--- config.mk ---
export PLATFORM = sky130hd
export DESIGN_NAME = cmd_chain_dma
export DESIGN_NICKNAME = d
export VERILOG_FILES = /design/src/rtl/cmd_chain_pkg.sv /design/src/rtl/cmd_chain_decode.sv /design/src/rtl/cmd_chain_sem.sv /design/src/rtl/cmd_chain_ctl.sv /design/src/rtl/cmd_chain_dma.sv
export SDC_FILE = /design/constraint.sdc
export NUM_CORES = 1
export LEC_CHECK = 0
export BUFFER_PORTS_ARGS = -buffer_cell sky130_fd_sc_hd__buf_2
export CELL_PAD_IN_SITES_DETAIL_PLACEMENT = 0
export CELL_PAD_IN_SITES_GLOBAL_PLACEMENT = 1
export CORE_MARGIN = 2
export CORE_UTILIZATION = 41
export DETAILED_ROUTE_END_ITERATION = 10
export PLACE_DENSITY_LB_ADDON = 0.08
export SLEW_MARGIN = 25
export SYNTH_ARGS = -nofsm -noshare
export SYNTH_HDL_FRONTEND = slang
export SYNTH_HIERARCHICAL = 1
export SYNTH_SLANG_ARGS = --single-unit
--- constraint.sdc ---
create_clock -name clk -period 4.6 [get_ports clk]
set_clock_uncertainty 0.15 [all_clocks]
set_input_delay 0.46 -clock clk [delete_from_list [all_inputs] [get_ports clk]]
set_output_delay 0.46 -clock clk [all_outputs]
set_load 0.05 [all_outputs]
--- src/rtl/cmd_chain_pkg.sv ---
package cmd_chain_pkg;

    localparam int DW      = 32;
    localparam int BC_W    = 16;
    localparam int WCNT_W  = BC_W - 1;
    localparam logic [BC_W-1:0] MAX_BYTES = 16'hFF00;

    localparam logic [1:0] CMD_NONE     = 2'd0;
    localparam logic [1:0] CMD_TO_MEM   = 2'd1;
    localparam logic [1:0] CMD_FROM_MEM = 2'd2;
    localparam logic [1:0] CMD_SENSE    = 2'd3;

    typedef struct packed {
        logic [3:0] pio_cnt;
        logic       flush;
        logic       halt_term;
        logic       wait_end;
        logic       dec_sem;
        logic       irq;
        logic       chain;
        logic [1:0] cmd;
    } ctrl_t;

    typedef enum logic [3:0] {
        ST_IDLE,
        ST_HDR_NEXT,
        ST_HDR_CTRL,
        ST_HDR_BUF,
        ST_PIO_RD,
        ST_MEM_RD,
        ST_PER_TX,
        ST_PER_RX,
        ST_MEM_WR,
        ST_WAIT_END
    } state_e;

endpackage

--- src/rtl/cmd_chain_decode.sv ---
module cmd_chain_decode
    import cmd_chain_pkg::*;
(
    input  logic [DW-1:0]     word,
    output ctrl_t             ctl,
    output logic [WCNT_W-1:0] words,
    output logic              bad
);
    logic [BC_W-1:0] bytes;
    logic [BC_W:0]   rounded;
    logic            unused_bits;

    assign bytes   = word[31:16];
    assign rounded = {1'b0, bytes} + (BC_W+1)'(3);
    assign words   = rounded[BC_W:2];

    always_comb begin
        ctl.cmd       = word[1:0];
        ctl.chain     = word[2];
        ctl.irq       = word[3];
        ctl.dec_sem   = word[6];
        ctl.wait_end  = word[7];
        ctl.halt_term = word[8];
        ctl.flush     = word[9];
        ctl.pio_cnt   = word[15:12];
    end

    assign bad = (word[1:0] == CMD_SENSE) || (bytes > MAX_BYTES);

    assign unused_bits = ^{word[11:10], word[5:4]};
endmodule

--- src/rtl/cmd_chain_sem.sv ---
module cmd_chain_sem #(
    parameter int SEM_W = 8
) (
    input  logic             clk,
    input  logic             rst_n,
    input  logic             inc,
    input  logic             dec,
    output logic [SEM_W-1:0] count,
    output logic             nonzero
);
    localparam logic [SEM_W-1:0] SEM_MAX = '1;

    logic [SEM_W-1:0] cnt_d, cnt_q;

    always_comb begin
        cnt_d = cnt_q;
        if (inc && !dec && cnt_q != SEM_MAX) begin
            cnt_d = cnt_q + SEM_W'(1);
        end else if (dec && !inc && cnt_q != '0) begin
            cnt_d = cnt_q - SEM_W'(1);
        end
    end

    always_ff @(posedge clk) begin
        if (!rst_n) cnt_q <= '0;
        else        cnt_q <= cnt_d;
    end

    assign count   = cnt_q;
    assign nonzero = (cnt_q != '0);
endmodule

--- src/rtl/cmd_chain_ctl.sv ---
module cmd_chain_ctl
    import cmd_chain_pkg::*;
#(
    parameter int AW = 32
) (
    input  logic          clk,
    input  logic          rst_n,
    input  logic          kick,
    input  logic [AW-1:0] kick_addr,
    input  logic          sem_nz,
    output logic          sem_dec,
    output logic          mem_req,
    output logic          mem_we,
    output logic [AW-1:0] mem_addr,
    output logic [DW-1:0] mem_wdata,
    input  logic          mem_ack,
    input  logic [DW-1:0] mem_rdata,
    input  logic          mem_err,
    output logic          pio_we,
    output logic [3:0]    pio_idx,
    output logic [DW-1:0] pio_data,
    output logic          per_tx_valid,
    output logic [DW-1:0] per_tx_data,
    input  logic          per_tx_ready,
    input  logic          per_rx_valid,
    input  logic [DW-1:0] per_rx_data,
    output logic          per_rx_ready,
    input  logic          per_end,
    input  logic          per_term,
    output logic          busy,
    output logic          irq,
    output logic          bus_err,
    output logic          term_err
);
    typedef struct packed {
        state_e            st;
        logic [AW-1:0]     desc;
        logic [AW-1:0]     nxt;
        logic [AW-1:0]     bufp;
        ctrl_t             ctl;
        logic [WCNT_W-1:0] left;
        logic [3:0]        pio_i;
        logic [DW-1:0]     hold;
        logic              pending;
        logic              pio_we;
        logic [3:0]        pio_idx;
        logic [DW-1:0]     pio_data;
        logic              irq;
        logic              bus_err;
        logic              term_err;
    } regs_t;

    regs_t r_d, r_q;

    ctrl_t             dec_ctl;
    logic [WCNT_W-1:0] dec_words;
    logic              dec_bad;
    state_e            data_st;

    cmd_chain_decode u_dec (
        .word  (mem_rdata),
        .ctl   (dec_ctl),
        .words (dec_words),
        .bad   (dec_bad)
    );

    // first state after the header and PIO words
    always_comb begin
        data_st = ST_WAIT_END;
        if (r_q.left != '0) begin
            if (r_q.ctl.cmd == CMD_FROM_MEM)    data_st = ST_MEM_RD;
            else if (r_q.ctl.cmd == CMD_TO_MEM) data_st = ST_PER_RX;
        end
    end

    always_comb begin
        r_d          = r_q;
        r_d.irq      = 1'b0;
        r_d.pio_we   = 1'b0;
        mem_req      = 1'b0;
        mem_we       = 1'b0;
        mem_addr     = r_q.desc;
        mem_wdata    = r_q.hold;
        per_tx_valid = 1'b0;
        per_rx_ready = 1'b0;
        sem_dec      = 1'b0;

        case (r_q.st)
            ST_IDLE: begin
                if (kick) begin
                    r_d.desc     = kick_addr;
                    r_d.pending  = 1'b1;
                    r_d.bus_err  = 1'b0;
                    r_d.term_err = 1'b0;
                end else if (r_q.pending && sem_nz) begin
                    r_d.st = ST_HDR_NEXT;
                end
            end
            ST_HDR_NEXT: begin
                mem_req = 1'b1;
                if (mem_ack) begin
                    r_d.nxt = mem_rdata;
                    r_d.st  = ST_HDR_CTRL;
                end
            end
            ST_HDR_CTRL: begin
                mem_req  = 1'b1;
                mem_addr = r_q.desc + AW'(4);
                if (mem_ack) begin
                    r_d.ctl  = dec_ctl;
                    r_d.left = dec_words;
                    r_d.st   = ST_HDR_BUF;
                    if (dec_bad) begin
                        r_d.bus_err = 1'b1;
                        r_d.pending = 1'b0;
                        r_d.st      = ST_IDLE;
                    end
                end
            end
            ST_HDR_BUF: begin
                mem_req  = 1'b1;
                mem_addr = r_q.desc + AW'(8);
                if (mem_ack) begin
                    r_d.bufp  = mem_rdata;
                    r_d.pio_i = '0;
                    r_d.st    = (r_q.ctl.pio_cnt != '0) ? ST_PIO_RD : data_st;
                end
            end
            ST_PIO_RD: begin
                mem_req  = 1'b1;
                mem_addr = r_q.desc + AW'(12) + AW'({r_q.pio_i, 2'b00});
                if (mem_ack) begin
                    r_d.pio_we   = 1'b1;
                    r_d.pio_idx  = r_q.pio_i;
                    r_d.pio_data = mem_rdata;
                    r_d.pio_i    = r_q.pio_i + 4'd1;
                    if (r_q.pio_i == r_q.ctl.pio_cnt - 4'd1) r_d.st = data_st;
                end
            end
            ST_MEM_RD: begin
                mem_req  = 1'b1;
                mem_addr = r_q.bufp;
                if (mem_ack) begin
                    r_d.hold = mem_rdata;
                    r_d.st   = ST_PER_TX;
                end
            end
            ST_PER_TX: begin
                per_tx_valid = 1'b1;
                if (per_term && r_q.ctl.flush) begin
                    if (r_q.ctl.halt_term) begin
                        r_d.term_err = 1'b1;
                        r_d.pending  = 1'b0;
                        r_d.st       = ST_IDLE;
                    end else begin
                        r_d.st = ST_WAIT_END;
                    end
                end else if (per_tx_ready) begin
                    r_d.left = r_q.left - WCNT_W'(1);
                    r_d.bufp = r_q.bufp + AW'(4);
                    r_d.st   = (r_q.left == WCNT_W'(1)) ? ST_WAIT_END : ST_MEM_RD;
                end
            end
            ST_PER_RX: begin
                per_rx_ready = !(per_term && r_q.ctl.flush);
                if (per_term && r_q.ctl.flush) begin
                    if (r_q.ctl.halt_term) begin
                        r_d.term_err = 1'b1;
                        r_d.pending  = 1'b0;
                        r_d.st       = ST_IDLE;
                    end else begin
                        r_d.st = ST_WAIT_END;
                    end
                end else if (per_rx_valid) begin
                    r_d.hold = per_rx_data;
                    r_d.st   = ST_MEM_WR;
                end
            end
            ST_MEM_WR: begin
                mem_req  = 1'b1;
                mem_we   = 1'b1;
                mem_addr = r_q.bufp;
                if (mem_ack) begin
                    r_d.left = r_q.left - WCNT_W'(1);
                    r_d.bufp = r_q.bufp + AW'(4);
                    r_d.st   = (r_q.left == WCNT_W'(1)) ? ST_WAIT_END : ST_PER_RX;
                end
            end
            ST_WAIT_END: begin
                if (!r_q.ctl.wait_end || per_end) begin
                    r_d.irq     = r_q.ctl.irq;
                    sem_dec     = r_q.ctl.dec_sem;
                    r_d.pending = r_q.ctl.chain;
                    r_d.desc    = r_q.nxt;
                    r_d.st      = ST_IDLE;
                end
            end
            default: r_d.st = ST_IDLE;
        endcase

        // any failed memory access drops the chain
        if (mem_req && mem_ack && mem_err) begin
            r_d.bus_err = 1'b1;
            r_d.pending = 1'b0;
            r_d.pio_we  = 1'b0;
            r_d.st      = ST_IDLE;
        end
    end

    always_ff @(posedge clk) begin
        if (!rst_n) r_q <= '0;
        else        r_q <= r_d;
    end

    assign busy        = (r_q.st != ST_IDLE);
    assign irq         = r_q.irq;
    assign bus_err     = r_q.bus_err;
    assign term_err    = r_q.term_err;
    assign pio_we      = r_q.pio_we;
    assign pio_idx     = r_q.pio_idx;
    assign pio_data    = r_q.pio_data;
    assign per_tx_data = r_q.hold;
endmodule

--- src/rtl/cmd_chain_dma.sv ---
module cmd_chain_dma
    import cmd_chain_pkg::*;
#(
    parameter int AW    = 32,
    parameter int SEM_W = 8
) (
    input  logic             clk,
    input  logic             rst_n,
    input  logic             kick,
    input  logic [AW-1:0]    kick_addr,
    input  logic             sem_inc,
    output logic [SEM_W-1:0] sem_count,
    output logic             mem_req,
    output logic             mem_we,
    output logic [AW-1:0]    mem_addr,
    output logic [31:0]      mem_wdata,
    input  logic             mem_ack,
    input  logic [31:0]      mem_rdata,
    input  logic             mem_err,
    output logic             pio_we,
    output logic [3:0]       pio_idx,
    output logic [31:0]      pio_data,
    output logic             per_tx_valid,
    output logic [31:0]      per_tx_data,
    input  logic             per_tx_ready,
    input  logic             per_rx_valid,
    input  logic [31:0]      per_rx_data,
    output logic             per_rx_ready,
    input  logic             per_end,
    input  logic             per_term,
    output logic             busy,
    output logic             irq,
    output logic             bus_err,
    output logic             term_err
);
    logic sem_dec;
    logic sem_nz;

    cmd_chain_sem #(.SEM_W(SEM_W)) u_sem (
        .clk     (clk),
        .rst_n   (rst_n),
        .inc     (sem_inc),
        .dec     (sem_dec),
        .count   (sem_count),
        .nonzero (sem_nz)
    );

    cmd_chain_ctl #(.AW(AW)) u_ctl (
        .clk          (clk),
        .rst_n        (rst_n),
        .kick         (kick),
        .kick_addr    (kick_addr),
        .sem_nz       (sem_nz),
        .sem_dec      (sem_dec),
        .mem_req      (mem_req),
        .mem_we       (mem_we),
        .mem_addr     (mem_addr),
        .mem_wdata    (mem_wdata),
        .mem_ack      (mem_ack),
        .mem_rdata    (mem_rdata),
        .mem_err      (mem_err),
        .pio_we       (pio_we),
        .pio_idx      (pio_idx),
        .pio_data     (pio_data),
        .per_tx_valid (per_tx_valid),
        .per_tx_data  (per_tx_data),
        .per_tx_ready (per_tx_ready),
        .per_rx_valid (per_rx_valid),
        .per_rx_data  (per_rx_data),
        .per_rx_ready (per_rx_ready),
        .per_end      (per_end),
        .per_term     (per_term),
        .busy         (busy),
        .irq          (irq),
        .bus_err      (bus_err),
        .term_err     (term_err)
    );
endmodule

After elaboration in Yosys (flattened, before gate mapping) --
Index checks and enable logic that the tools add are counted.
Operators by class: add/subtract/negate cells 11, $lt $le $gt $ge 1, eq/ne operators 38, multiplexer cells 66, bitwise logic cells 2, reduce and logical (&&, ||, !) cells 46
Operators by type and width (number):
- two-way mux 32 bit | 7
- case mux 32 bit (2 select lines) | 2
- case mux 32 bit (4 select lines) | 1
- case mux 32 bit (3 select lines) | 1
- two-way mux 4 bit | 22
- adder 32 x 3 -> 32 bit (second input constant) | 2
- adder 32 x 4 -> 32 bit (second input constant) | 2
- two-way mux 15 bit | 4
- case mux 15 bit (3 select lines) | 1
- case mux 4 bit (10 select lines) | 1
- two-way mux 37 bit | 1
- two-way mux 36 bit | 1
- adder 32 x 6 -> 32 bit | 1
- != test 2 bit (second input constant) | 12
- adder 16 x 2 -> 17 bit (second input constant) | 1
- two-way mux 1 bit | 17
- == test 4 x 3 -> 1 bit (second input constant) | 4
- > comparator 16 bit (second input constant) | 1
- two-way mux 8 bit | 2
- == test 15 x 1 -> 1 bit (second input constant) | 1
- nonzero test 15 bit | 1
- subtractor 15 x 1 -> 15 bit (second input constant) | 1
- != test 2 x 1 -> 1 bit (second input constant) | 6
- != test 3 x 2 -> 1 bit (second input constant) | 4
- other kinds (34) | 68
Storage, ports and cells: bits in registers 212, input bits 106, output and inout port bits 149, logic and storage cells 187

Logic depth before layout (Yosys ltp) --
Gate-level depths: netlist of run 1.
depth after elaboration 8, mapped depth 14, depth with buffers taken out 12

By module --
The synthesis of run 1 kept the hierarchy.
Modules (own cells, without submodules):
- cmd_chain_ctl | times used 1, cells an instance 1660, area each 12363.1 um^2, sequential area each 4083.9 um^2
- cmd_chain_sem | times used 1, cells an instance 84, area each 713.2 um^2, sequential area each 160.2 um^2
- cmd_chain_decode | times used 1, cells an instance 57, area each 441.7 um^2, sequential area each 0.0 um^2

Worst setup path before layout of run 1 --
No wires, ideal clock.
path kind register to output, from reg u_ctl/r_q[171] in the netlist's numbering, to out mem_addr[11], data arrival time 3.913 ns, required time 3.990 ns, slack 0.077 ns, cell stages (with the launch flop) 12, path buffers 0, path through dfxtp_1 > inv_1 > ha_1 > inv_1 > ha_1 > inv_1 > fa_1 > nor2b_1 > o21ai_0 > a21oi_1 > o21bai_1 > o311ai_0
Between the ends: longest elaborated chain between the ends 3, elaborated cells on any way between the ends 5
Ends and longest elaborated chain:
- start, declared | line cmd_chain_ctl.sv:53 | regs_t r_d, r_q;
- start signal, assigned | line cmd_chain_ctl.sv:212 | else r_q <= r_d;
- adder 32 x 4 -> 32 bit | line cmd_chain_ctl.sv:131 | mem_addr = r_q.desc + AW'(12) + AW'({r_q.pio_i, 2'b00});
- adder 32 x 6 -> 32 bit | line cmd_chain_ctl.sv:131
- case mux 32 bit (4 select lines) * | line cmd_chain_ctl.sv:88 | case (r_q.st)
- end, declared | line cmd_chain_dma.sv:15 | output logic [AW-1:0] mem_addr,
Every way passes the cells marked *; elsewhere a longest branch is shown, timed or not.

Final worst setup path of run 1 --
from reg u_ctl/r_q[171] in the netlist's numbering, to out mem_addr[27]
Same word-level chain as after synthesis.

==> results.toml, run 1 <==
[synth]
syn_avg_cell_area_um2 = 7.51
synth_async_sr_flop_share_pct = 0
synth_seq_area_share_pct = 31.4
ys.warnings.count = 6
synth_mux_area_share_pct = 2.74
synth-simple-area-share_pct = 26.5
yosys.area_share.adder_pct = 2.52
synth_nets = 1933
synthXorXnorAreaFrac_pct = 2.14
synth-main-ff-cell = "dfxtp_1"
synth_compound_area_share_pct = 23.5
syn-cell-area_um2 = 13500
synth-edff-count = 0
syn_inst = 1801
yosysUniqueCellTypes = 91
synth_top_family_by_area = "simple AND/OR/NAND/NOR gates"
ys_ff_latch = 212

[place]
place_ws_ns = 0.679
hpwlAfterDp_mm = 36.4
port_buffers = 254
place_congestion = 0.943

[timing]
finalHoldViolCount = 0
finalCriticalPeriod_ns = 4.44
holdWs_ns = 0.0527
period_share_pct = 96.4
rsz0062_at_grt = "true"
setup_viol = 0
slew_headroom_pct = 31.1
max_slew.worst_pin.slew_ns = 1.02
maxSlewViolCount = 0
max_freq_ghz = 0.225
fin_ws_ns = 0.165

[setup_path]
rrSetupSlack_ns = 0.65
cpMaxStageDelayCell = "a2111oi_1"
slowest_delay_ns = 0.52
cp_data_arrival_time_ns = 3.83
cp_cell_sequence = "inv_1 > ha_1 > inv_1 > ha_1 > inv_1 > fa_1 > nor2b_1 > o21ai_0 > a2111oi_1 > xor2_1 > a222oi_1 > o21ai_0 > buf_2"
end_kind = "output pin"
worstPathMaxFanout = 8
critPathMostFrequentCell = "inv_1"
path_class = "reg -> out"
worstSetupStartpointType = "flop"
worstPathRequired_ns = 3.99

[clock_tree]
cts_buffer_depth = 3
ctsHoldBuffers = 0
cts_buffers = 26
clock_latency_ns = 0.55
cts_root_buffer = "clkbuf_16"
cts_tree = "yes"
path_clk_slew_ns = 0.06
numClockSinks = 212
cts_max_level = 1

[layout]
multiInputGateArea_um2 = 7800
final_core_util_pct = 46.6
n_antenna_cell = 0
drive_gt1_share_pct = 20.2
seq_area_um2 = 4250
final_nets = 2002
syn_to_final_growth_pct = 12.1
most-common-layout-cells = "279 x nand2_1, 254 x buf_2, 211 x dfxtp_1"
fillers = 3360
final_common_cell = "nand2_1"

[die]
initial_utilization_pct = 41.5
die_h_um = 186
die_w_um = 186
rows = 66
die-area_um2 = 34400
core_area_um2 = 32500
io_pins = 255

[outcome]
outcome = "finished, final reports clean"

[power]
leakage_nw = 6.09
peakVddDrop_mv = 0.291
powerDensity_nw_per_um2 = 406

[routing]
vias = 13700
first_pass_iters = 5
drtAntennaViolNets = 0
viasPerCell = 5.88
drc = 0
drt_iter0_drc = 1178
routed_wl_mm = 51.0
post_drt_wl_per_cell_um = 21.9

[global_routing]
grt_first_pass_wirelength_mm = 76.2
antenna_found_initial = 0
grt_max_degree = 91
grt_pass1_vias = 12600
grt_usage_pct = 28.7
grt_overflow = 0

[min_path]
hold_path_class = "in -> reg"

[run]
cap_violations = 0
==> where the power goes <==
part           total (mW)  internal, mW  leakage [nW]  switching, mW
Sequential           2.22          1.97          1.72          0.250
Clock                2.19          1.33         0.443          0.857
Combinational        1.74         0.528          3.93           1.21
Total                6.16          3.84          6.09           2.32
==> flip-flops by register name, indices dropped and copies added (netlist names), 4 cells and up <==
| signal | flops |
|---|---|
| u_sem/count | 8 |
| u_ctl/pio_data | 32 |
| u_ctl/mem_wdata | 32 |
| u_ctl/r_q | 132 |
| u_ctl/pio_idx | 4 |
==> per-stage QoR <==
stage | instance area (um^2) | total power, mW | TNS (ns) | std cells
after floorplan | 13500 | 3.45 | 0 | 1801
after global placement | 14200 | 3.98 | 0 | 2283
after detailed placement | 14200 | 3.99 | 0 | 2283
after CTS | 15100 | 6.19 | 0 | 2331
after global routing | 15200 | 6.45 | -0.189 | 2332
final | 15200 | 6.16 | 0 | 2332
==> layout make-up <==
cell class	count	share of cell area, %
Multi-Input combinational cell	1313	51.5
Tap cell	442	3.65
Sequential cell	212	28.0
Inverter	33	0.834
Clock buffer	35	4.78
Clock inverter	13	1.25
Timing Repair Buffer	284	10.0
==> metal layers <==
metal	vias up	GRT usage, %	wire (um)
met3	88	4.85	3540
met2	542	45.9	23100
met4	0	9.26	1590
li1	6525	-	-
met1	6558	39.3	22700
met5	-	0	0
==> logic make-up after synthesis <==
kind of cell,Yosys count
buf+inv,276
simple gates,747
flops,212
mux,37
compound gates,470
fa+ha+maj,26
xor+xnor,33
==> Yosys cell counts, types with 6 or more instances <==
library cell  instances  area share [%]
nand2_1             280             7.8
dfxtp_1             212              31
nor2_1              183             5.1
a21oi_1             159             5.9
buf_4               114             6.3
clkbuf_1             86             2.4
nand3_1              82             3.0
o21ai_0              69             2.6
a211oi_1             47             2.6
a311oi_1             37             2.4
mux2i_1              37             2.7
inv_1                33            0.92
nand4_1              33             1.5
buf_2                29             1.1
nor3_1               27             1.0
ha_1                 24             2.2
a31oi_1              18            0.83
and3_1               18            0.83
xor2_1               17             1.1
nor4_1               16            0.74
xnor2_1              16             1.0
nor2b_1              14            0.65
and2_1               13            0.60
a221o_1              12            0.89
and4_1               11            0.71
o221a_2              11            0.92
buf_1                10            0.28
a21o_1                8            0.44
a22oi_1               7            0.39
nand2b_1              7            0.32
o21a_1                7            0.39
o21bai_1              7            0.39
o31ai_1               7            0.39
or2_2                 7            0.32
or3_1                 7            0.32
or4_1                 7            0.39
nor3b_1               6            0.33
o211ai_1              6            0.33
o221ai_1              6            0.39
o22ai_1               6            0.28
o311ai_0              6            0.39
==> critical path: cells and delay by family, from the launching register on <==
| kind | cells | cell delay [ns] |
|---|---|---|
| DFF | 1 | 0.47 |
| and+or+nand+nor | 1 | 0.12 |
| xor gates and xnor gates | 1 | 0.12 |
| AOI/OAI and AO/OA | 4 | 1.23 |
| adders and majority gates | 3 | 0.84 |
| buffers and inverters | 4 | 0.51 |
==> worst paths after layout <==
kind                        start                  end  cells after the start
setup / recovery   u_ctl/r_q[171]         mem_addr[27]                     13
hold / removal    per_rx_data[19]  u_ctl/mem_wdata[19]                      3
hold reg to reg     u_ctl/r_q[95]            u_ctl/irq                      2
setup reg to reg   u_ctl/r_q[203]       u_sem/count[6]                     11
==> repair_timing <==
action | 4_1_cts | 5_1_grt
endpoints found under the setup margin | 0 | 3
setup buffers | 0 | 0
resized for setup | 0 | 1
No activity file was read; power rests on OpenSTA's default activity.
==> run 2, diff against run 1 <==
--- a/config.mk
+++ b/config.mk
@@ -8,7 +8,6 @@
 export BUFFER_PORTS_ARGS = -buffer_cell sky130_fd_sc_hd__buf_2
 export CELL_PAD_IN_SITES_DETAIL_PLACEMENT = 0
 export CELL_PAD_IN_SITES_GLOBAL_PLACEMENT = 1
-export CORE_MARGIN = 2
 export CORE_UTILIZATION = 41
 export DETAILED_ROUTE_END_ITERATION = 10
 export PLACE_DENSITY_LB_ADDON = 0.08
==> run 2 against run 1 <==
Compared with the run above:
- non-clock buffer count is 3 higher
- worst hold slack got worse by 0.016 ns
- largest cell class unchanged
- utilization barely moved
- die area shrank 2.1%
- fmax up 0.93%
- total power fell by 1.7%
- combinational power is essentially flat
==> results.toml, run 2 (synthesized netlist as in run 1, its figures left out) <==
[timing]
maxSlewViolCount = 0
finalHoldViolCount = 0
finalCriticalPeriod_ns = 4.39
rsz0062_at_grt = "false"
max_slew.worst_pin.slew_ns = 0.850
max_freq_ghz = 0.228
setup_viol = 0
slew_headroom_pct = 43.2
period_share_pct = 95.5
holdWs_ns = 0.0363
fin_ws_ns = 0.205
fin_setup_tns_ns = 0

[routing]
drt_iter0_drc = 1058
vias = 13700
first_pass_iters = 5
routed_wl_mm = 51.2
wl_met1_mm = 22.6
dr_wl_met2_mm = 23.5
drc = 0
wl_met3_mm = 3.69
viasPerCell = 5.87
drtAntennaViolNets = 0
post_drt_wl_per_cell_um = 21.9
top_layer = "met4"

[power]
leakage_nw = 6.09
powerDensity_nw_per_um2 = 400
total_power_mw = 6.05
peakVddDrop_mv = 0.262

[layout]
n_antenna_cell = 0
multiInputGateArea_um2 = 7800
final_nets = 2006
top_register = "u_ctl/r_q"
largest_reg_flops = 132
fillers = 3401
drive_gt1_share_pct = 20.5
seq_area_um2 = 4250
syn_to_final_growth_pct = 11.9
final_common_cell = "nand2_1"
most-common-layout-cells = "279 x nand2_1, 254 x buf_2, 211 x dfxtp_1"
final_core_util_pct = 46.6

[die]
core_area_um2 = 32500
io_pins = 255
initial_utilization_pct = 41.7
die_w_um = 184
die-area_um2 = 33700
die_h_um = 184
rows = 66

[clock_tree]
cts_buffer_depth = 3
clock_latency_ns = 0.56
cts_max_level = 1
post_cts_buffers = 0
numClockSinks = 212
path_clk_slew_ns = 0.06
cts_buffers = 27
cts_tree = "yes"
cts_root_buffer = "clkbuf_16"

[setup_path]
slowest_delay_ns = 0.47
critPathMostFrequentCell = "inv_1"
cp_cell_sequence = "inv_1 > ha_1 > inv_1 > ha_1 > inv_1 > fa_1 > nor2b_1 > o21ai_1 > a2111oi_2 > xor2_1 > a222oi_1 > o21ai_0 > buf_2"
worstPathRequired_ns = 3.99
cpMaxStageDelayCell = "dfxtp_1"
rrSetupSlack_ns = 0.87
worstSetupStartpointType = "flop"
path_class = "reg -> out"
end_kind = "output pin"
worstPathMaxFanout = 8
cp_data_arrival_time_ns = 3.78

[global_routing]
antenna_found_initial = 0
grt_usage_pct = 29.8
grt_overflow = 0
grt_max_degree = 95
grt_pass1_vias = 12600
grt_first_pass_wirelength_mm = 77.1

[run]
cap_violations = 0

[outcome]
outcome = "finished, final reports clean"

[place]
port_buffers = 254
place_congestion = 0.937
hpwlAfterDp_mm = 37.0
place_ws_ns = 0.549

[min_path]
hold_path_class = "in -> reg"
[run 2: worst paths after layout]
| kind | depth (start not counted) | startpoint | to |
|---|---|---|---|
| min reg2reg | 2 | u_ctl/r_q[95] | u_ctl/irq |
| max reg2reg | 11 | u_ctl/r_q[202] | u_sem/count[5] |
| min | 3 | per_rx_data[17] | u_ctl/mem_wdata[17] |
| max | 13 | u_ctl/r_q[171] | mem_addr[27] |
[run 2: cell type report]
type	instances	share of cell area, %
Sequential cell	212	28.1
Timing Repair Buffer	287	10.0
Clock buffer	39	5.43
Multi-Input combinational cell	1313	51.6
Inverter	33	0.852
Tap cell	442	3.66
Clock inverter	7	0.348
[run 2: power by group]
| part | total (mW) | internal [mW] | switching (mW) |
|---|---|---|---|
| logic | 1.75 | 0.529 | 1.22 |
| clock network | 2.07 | 1.23 | 0.842 |
| registers | 2.23 | 1.98 | 0.251 |
| total | 6.05 | 3.73 | 2.32 |
[run 2: what timing repair did]
item / in CTS / in global routing
resized for setup: 1 / 2
endpoints found under the setup margin: 1 / 10
hold buffers: 0 / 0
[run 2: metrics by stage]
step	instance area (um^2)	std cells
6_report	15100	2333
3_3_place_gp	14200	2287
4_1_cts	15100	2333
2_1_floorplan	13500	1801
3_5_place_dp	14200	2287
5_1_grt	15100	2333
[run 2: critical path, delay by kind of cell, from the launching register on]
| kind | cells | cell delay [ns] |
|---|---|---|
| AO/OA/AOI/OAI | 4 | 1.16 |
| XOR/XNOR | 1 | 0.11 |
| adder cells (fa/ha/maj) | 3 | 0.86 |
| buffers and inverters | 4 | 0.52 |
| flip-flops | 1 | 0.47 |
| AND/OR/NAND/NOR | 1 | 0.14 |
[run 2: per-layer routing]
| metal | global-route usage (%) | vias up |
|---|---|---|
| met1 | 40.6 | 6607 |
| met5 | 0 | - |
| met4 | 8.23 | 0 |
| li1 | - | 6523 |
| met3 | 5.67 | 76 |
| met2 | 47.7 | 494 |
